==> config.mk <==
export PLATFORM = sky130hd
export DESIGN_NAME = txq_byte_fifo
export DESIGN_NICKNAME = d
export VERILOG_FILES = /design/src/rtl/txq_pkg.sv /design/src/rtl/txq_lane.sv /design/src/rtl/txq_ctrl.sv /design/src/rtl/txq_byte_fifo.sv
export SDC_FILE = /design/constraint.sdc
export NUM_CORES = 1
export LEC_CHECK = 0
export BUFFER_PORTS_ARGS = -buffer_cell sky130_fd_sc_hd__buf_2
export CAP_MARGIN = 20
export CORE_AREA = 2 2 261 160
export DETAILED_ROUTE_END_ITERATION = 10
export DIE_AREA = 0 0 263 162
export PLACE_DENSITY = 0.83
export SYNTH_ARGS = -nofsm -noshare
export SYNTH_HDL_FRONTEND = slang
export SYNTH_SLANG_ARGS = --single-unit
==> constraint.sdc <==
create_clock -name clk -period 4.23 [get_ports clk]
set_clock_uncertainty 0.1 [all_clocks]
set_input_delay 0.846 -clock clk [delete_from_list [all_inputs] [get_ports clk]]
set_output_delay 0.846 -clock clk [all_outputs]
set_load 0.005 [all_outputs]
==> src/rtl/txq_pkg.sv <==
package txq_pkg;
  localparam int LANES  = 4;
  localparam int LANE_W = 8;

  // Which byte of a pushed word lands in lane b when the write pointer sits at lane wl.
  function automatic logic [1:0] lane_offset(input logic [1:0] b, input logic [1:0] wl);
    return b - wl;
  endfunction
endpackage

==> src/rtl/txq_lane.sv <==
module txq_lane #(
  parameter int ROWS = 16,
  localparam int RW = (ROWS > 1) ? $clog2(ROWS) : 1
) (
  input  logic          clk,
  input  logic          we,
  input  logic [RW-1:0] waddr,
  input  logic [7:0]    wdata,
  input  logic          re,
  input  logic [RW-1:0] raddr,
  output logic [7:0]    rdata
);
  logic [7:0] mem [ROWS];

  always_ff @(posedge clk) begin
    if (we) mem[waddr] <= wdata;
    if (re) rdata <= mem[raddr];
  end
endmodule

==> src/rtl/txq_ctrl.sv <==
module txq_ctrl #(
  parameter int DEPTH = 64,
  localparam int AW = $clog2(DEPTH),
  localparam int CW = $clog2(DEPTH + 1)
) (
  input  logic          clk,
  input  logic          rst,
  input  logic          push_byte,
  input  logic          push_word,
  input  logic          pop,
  input  logic          ovr_clear,
  output logic          byte_ok,
  output logic          word_ok,
  output logic          pop_ok,
  output logic [AW-1:0] wp,
  output logic [AW-1:0] rp,
  output logic [CW-1:0] free_q,
  output logic          empty_q,
  output logic          full_q,
  output logic          ovr_q
);
  logic [2:0]    add;
  logic          ovr_set;
  logic [CW-1:0] free_n;

  always_comb begin
    word_ok = push_word && (free_q >= CW'(4));
    byte_ok = push_byte && !push_word && (free_q != '0);
    ovr_set = (push_word && (free_q < CW'(4))) ||
              (push_byte && !push_word && (free_q == '0));
    pop_ok  = pop && !empty_q;
    add     = word_ok ? 3'd4 : (byte_ok ? 3'd1 : 3'd0);
    free_n  = free_q - CW'(add) + CW'(pop_ok);
  end

  always_ff @(posedge clk) begin
    if (rst) begin
      wp      <= '0;
      rp      <= '0;
      free_q  <= CW'(DEPTH);
      empty_q <= 1'b1;
      full_q  <= 1'b0;
      ovr_q   <= 1'b0;
    end else begin
      wp      <= wp + AW'(add);
      rp      <= rp + AW'(pop_ok);
      free_q  <= free_n;
      empty_q <= (free_n == CW'(DEPTH));
      full_q  <= (free_n == '0);
      ovr_q   <= ovr_set | (ovr_q & ~ovr_clear);
    end
  end

  // a word push that does not fit leaves the count alone and flags overrun
  assert_drop_word_R6: assert property (@(posedge clk) disable iff (rst)
    (push_word && (free_q < CW'(4)) && !pop) |=> ($stable(free_q) && ovr_q));
  // a byte push with no room flags overrun and stores nothing
  assert_drop_byte_R7: assert property (@(posedge clk) disable iff (rst)
    (push_byte && !push_word && (free_q == '0) && !pop) |=> (ovr_q && (free_q == '0)));
  // overrun holds until cleared
  assert_ovr_sticky_R8: assert property (@(posedge clk) disable iff (rst)
    (ovr_q && !ovr_clear) |=> ovr_q);
  // flag levels agree with the free count
  assert_empty_level_R9: assert property (@(posedge clk) disable iff (rst)
    empty_q |-> (free_q == CW'(DEPTH)));
  assert_full_level_R9: assert property (@(posedge clk) disable iff (rst)
    full_q |-> (free_q == '0));
  // free count never exceeds the depth
  assert_free_bound_R5: assert property (@(posedge clk) disable iff (rst)
    free_q <= CW'(DEPTH));
endmodule

==> src/rtl/txq_byte_fifo.sv <==
module txq_byte_fifo #(
  parameter int DEPTH = 64
) (
  input  logic        clk,
  input  logic        rst,
  input  logic        push_byte,
  input  logic        push_word,
  input  logic [31:0] push_data,
  input  logic        pop,
  input  logic        ovr_clear,
  output logic [7:0]  pop_data,
  output logic        pop_valid,
  output logic [31:0] xfer_status,
  output logic        empty,
  output logic        full,
  output logic        overrun
);
  import txq_pkg::*;

  localparam int AW   = $clog2(DEPTH);
  localparam int CW   = $clog2(DEPTH + 1);
  localparam int ROWS = DEPTH / LANES;
  localparam int RW   = (ROWS > 1) ? $clog2(ROWS) : 1;

  logic          byte_ok, word_ok, pop_ok;
  logic [AW-1:0] wp, rp;
  logic [CW-1:0] free_q;
  logic [1:0]    sel_q;
  logic [7:0]    lane_q [LANES];

  txq_ctrl #(.DEPTH(DEPTH)) u_ctrl (
    .clk(clk), .rst(rst),
    .push_byte(push_byte), .push_word(push_word),
    .pop(pop), .ovr_clear(ovr_clear),
    .byte_ok(byte_ok), .word_ok(word_ok), .pop_ok(pop_ok),
    .wp(wp), .rp(rp), .free_q(free_q),
    .empty_q(empty), .full_q(full), .ovr_q(overrun)
  );

  for (genvar b = 0; b < LANES; b++) begin : g_lane
    logic [1:0]    off;
    logic [AW-1:0] slot;
    logic          we_l;
    logic [7:0]    wd_l;

    always_comb begin
      off  = lane_offset(2'(b), wp[1:0]);
      slot = wp + AW'(off);
      we_l = word_ok || (byte_ok && (wp[1:0] == 2'(b)));
      wd_l = word_ok ? push_data[8*off +: 8] : push_data[7:0];
    end

    txq_lane #(.ROWS(ROWS)) u_lane (
      .clk(clk),
      .we(we_l), .waddr(RW'(slot >> 2)), .wdata(wd_l),
      .re(pop_ok && (rp[1:0] == 2'(b))), .raddr(RW'(rp >> 2)),
      .rdata(lane_q[b])
    );
  end

  always_ff @(posedge clk) begin
    if (rst) begin
      pop_valid <= 1'b0;
      sel_q     <= '0;
    end else begin
      pop_valid <= pop_ok;
      if (pop_ok) sel_q <= rp[1:0];
    end
  end

  assign pop_data    = lane_q[sel_q];
  assign xfer_status = {16'(free_q), 16'h0000};

  // popping an empty queue yields nothing
  assert_pop_empty_R10: assert property (@(posedge clk) disable iff (rst)
    (pop && empty) |=> !pop_valid);
  // an accepted lone byte push takes exactly one slot when no pop occurs
  assert_byte_take_R2: assert property (@(posedge clk) disable iff (rst)
    (push_byte && !push_word && !full && !pop) |=> (xfer_status[31:16] == $past(xfer_status[31:16]) - 16'd1));
  // with both ports asserted the count moves by a word or not at all
  assert_word_wins_R11: assert property (@(posedge clk) disable iff (rst)
    (push_byte && push_word && !pop) |=> ((xfer_status[31:16] == $past(xfer_status[31:16]) - 16'd4) ||
                                          (xfer_status[31:16] == $past(xfer_status[31:16]))));
endmodule

==> impl_results.md <==
- Status: completed
- Commonest cells post-synth: 544 x edfxtp_1, 168 x mux4_2, 120 x nor2_1
- Deepest clock path buffer count: 3
- Die area: 42,600 sq um
- Sink Count: 569
- Switching share of power: between 20% and 30%
- Slew Limit Headroom: 23.8%
- Final cell count without fillers: around 1,900
- Placed cell areas: 24,500 sq um
- TNS Setup: 0 ns
- Power per cell area: around 510 nW/um^2
- # DRC: 0
- Worst Hold Margin: 0.375 ns
- Worst min path class: reg -> reg
- Crit Path Category: reg -> reg
- Gpl congestion: 0.945
- Pins Over Slew Limit: 0
- Placeable Area: 40,100 sq um
- Slowest Stage Delay on Critical Path: 0.88 ns
- Clock root buffer master: clkbuf_16
- Comb power frac: between 10% and 20%
- Fmax: about 270 MHz
- First-pass GRT wire length: 83.6 mm
- Post-synth EDFFs: ~540
- All-Layer GR Usage: 27.0%
- Synth Area in XOR/XNOR: 0.930%
- Crit path capture type: flop
- Count leader, synth: edfxtp_1
- Adder-cell share of the synthesized area: about 1.2%
- DR iter-0 viols: 1,985
- Worst path cell trace: clkinv_1 -> ha_1 -> clkinv_1 -> a21oi_1 -> nor2_1 -> a21oi_1
- Vias: 12,689
- Compound-Gate Fraction of Synth Area: 3.10%
- Post-Synth Simple-Gate Area: under 10%
- Fin crit period: 3.71 ns
- Nets: 1,380
- TritonCTS clock tree: yes
- DIE WIDTH: 263 microns
- Worst EP required: 4.34 ns
- Post-synthesis cell count: approximately 1,200
- Post-synth ARST share: 0%
- Worst skew pair latency: between 0.6 and 0.7 ns
- Mean area per synthesized cell: 19.1 sq um
- Worst path slowest cell: a21oi_1
- Syn Std Cell Area: ~24,000 sq um
- Crit-path max FO: 16
- Initial antenna violation count: 1
- Cts hold-fix bufs: 0
- Worst-Margin Slew: 1.14 ns
- Sequential Power Share: 51.9%
- H-Tree Depth: 2
- Share of layout cells above drive strength 1: 27.1%
- Largest cells by area after synthesis: edfxtp_1 69%, mux4_2 16%, dfxtp_1 2.1%
- PortBufs: 56
- Setup violators final: 0
- Clock group share of total power: between 30% and 40%
- Final period util: between 80% and 90%
- Largest family of logic cells by synthesized area: multiplexers
- Post-CTS Setup Bufs: 0
- Routed WL: 56.2 mm
- Ys flop type: edfxtp_1
- Startpoint types: flop
- Internal power: 9.86 mW
- Final Hold Fails: 0
- Max-cap viol count: 0
- Unrepaired setup endpoints after global routing: no
- P_sw: 3.53 mW
- Mux cell area share after synthesis: 16.8%
- CTS buffer count: 47
- I/O pin count: 82
- Drt pass-1 iters: 6
- #FFs+latches synth: approximately 570
- CP arrival: 3.82 ns
- Grt ovf: 0
- Yosys warns: 0
- Post-synth top area share: 69.4%
- Peak supply drop: 352 uV
- Vias in the first global route: 12,450
- Num rows: between 50 and 60
- Inst Count DP: between 1,500 and 2,000
- P&R area growth vs syn: 10.4%
- Vias per cell: 6.72
- Finished Cell Area: approximately 26,000 sq um
- Initial core utilization: 58.8%
- Reg clk slew, reported paths: approximately 0.070 ns
- Sequential element share of the synthesized area: a little under three quarters
- Post-cts sizing count: 0
- Synth area leader: edfxtp_1
- Largest net degree at the start of global routing: 51
- Die Ht: 162 microns
- Final Power: 13.4 mW
- Routed Antenna Nets: 0
- DR WL/cell: 29.8 microns
- Hpwl dp: between 30 and 40 mm
- Yosys cell types: 55
- Cell leakage power: ~8 nW
## layout make-up
class | instances | area [sq um]
multi-input combinational | 573 | 6190
clock buffer | 59 | 1230
clock inverter | 27 | 278
sequential | 569 | 16800
antenna | 1 | 2.50
fill | 2524 | 14100
timing repair buffer | 107 | 719
inverter | 22 | 82.6
tap | 531 | 664
## flip-flops by register name, summed over array words and instances (netlist names)
signal               count
g_lane.u_lane.mem      512
pop_valid                1
u_ctrl.ovr_q             1
u_ctrl.free_q            7
u_ctrl.full_q            1
sel_q                    2
g_lane.u_lane.rdata     32
u_ctrl.rp                6
u_ctrl.empty_q           1
u_ctrl.wp                6
## cells in the final DEF (no fill, tap or decap), types with 5 or more instances in the layout
cell	synthesis	layout
xor2_1	11	11
mux2i_1	10	10
mux4_2	168	168
nand3_1	13	13
o22ai_1	30	30
clkinv_1	3	8
xnor2_1	14	14
nand2b_1	6	6
a21oi_1	43	43
nor2_1	120	120
mux2_2	7	7
clkbuf_1	29	11
nor3_1	5	5
nand2_1	32	32
clkbuf_16	0	47
conb_1	1	25
edfxtp_1	544	544
clkinv_2	0	11
inv_1	19	19
dfxtp_1	25	22
ha_1	21	21
o21ai_0	7	7
buf_2	6	56
buf_4	29	46
o2bb2ai_1	7	7
## power groups by stage
stage | Sequential, mW | Combinational, mW | Clock [mW]
2_1_floorplan | 6.99 | 1.23 | 0
3_3_place_gp | 7.04 | 1.85 | 0
3_5_place_dp | 7.06 | 1.95 | 0
4_1_cts | 6.95 | 1.98 | 4.40
5_1_grt | 6.97 | 2.19 | 4.61
6_report | 6.95 | 2.05 | 4.39
## routing by layer
| layer | routed length [microns] | part of all wire, % | GRT usage (%) | up-vias |
|---|---|---|---|---|
| met1 | 22000 | 39 | 40.6 | 6509 |
| li1 | - | - | - | 5111 |
| met5 | 0 | 0 | 0 | - |
| met3 | 6820 | 12 | 6.16 | 126 |
| met4 | 1240 | 2.2 | 5.74 | 0 |
| met2 | 26200 | 47 | 41.4 | 943 |
## path summary, 6_finish.rpt
check | from | to | slack (ns) | cells after the start
worst max-delay path | u_ctrl.wp[0] | g_lane[0].u_lane.mem[0][4] | 0.52 | 6
worst max register to register | u_ctrl.wp[0] | g_lane[0].u_lane.mem[0][4] | 0.52 | 6
worst min-delay path | u_ctrl.ovr_q | u_ctrl.ovr_q | 0.38 | 2
worst min register to register | u_ctrl.ovr_q | u_ctrl.ovr_q | 0.38 | 2
## through the flow
| stage | worst slack (ns) | utilization (%) |
|---|---|---|
| floorplan | 1.15 | - |
| global placement | 0.826 | 61.0 |
| detailed placement | 0.631 | 61.0 |
| CTS | 0.610 | 64.8 |
| global route | 0.316 | 64.9 |
| finish | 0.523 | 64.9 |
## critical path, delay by kind of cell (launching register included)
family          cells  cell delay, ns
flops               1            0.33
compound gates      2            1.40
fa+ha+maj           1            0.72
simple gates        1            0.08
buf+inv             2            0.68
## cells by family after synthesis
family / count (synthesis)
simple gates: 202
flops: 569
other cells: 1
compound gates: 114
fa+ha+maj: 22
mux: 185
buf+inv: 113
xor+xnor: 25
(Power assumes the default switching activity.)
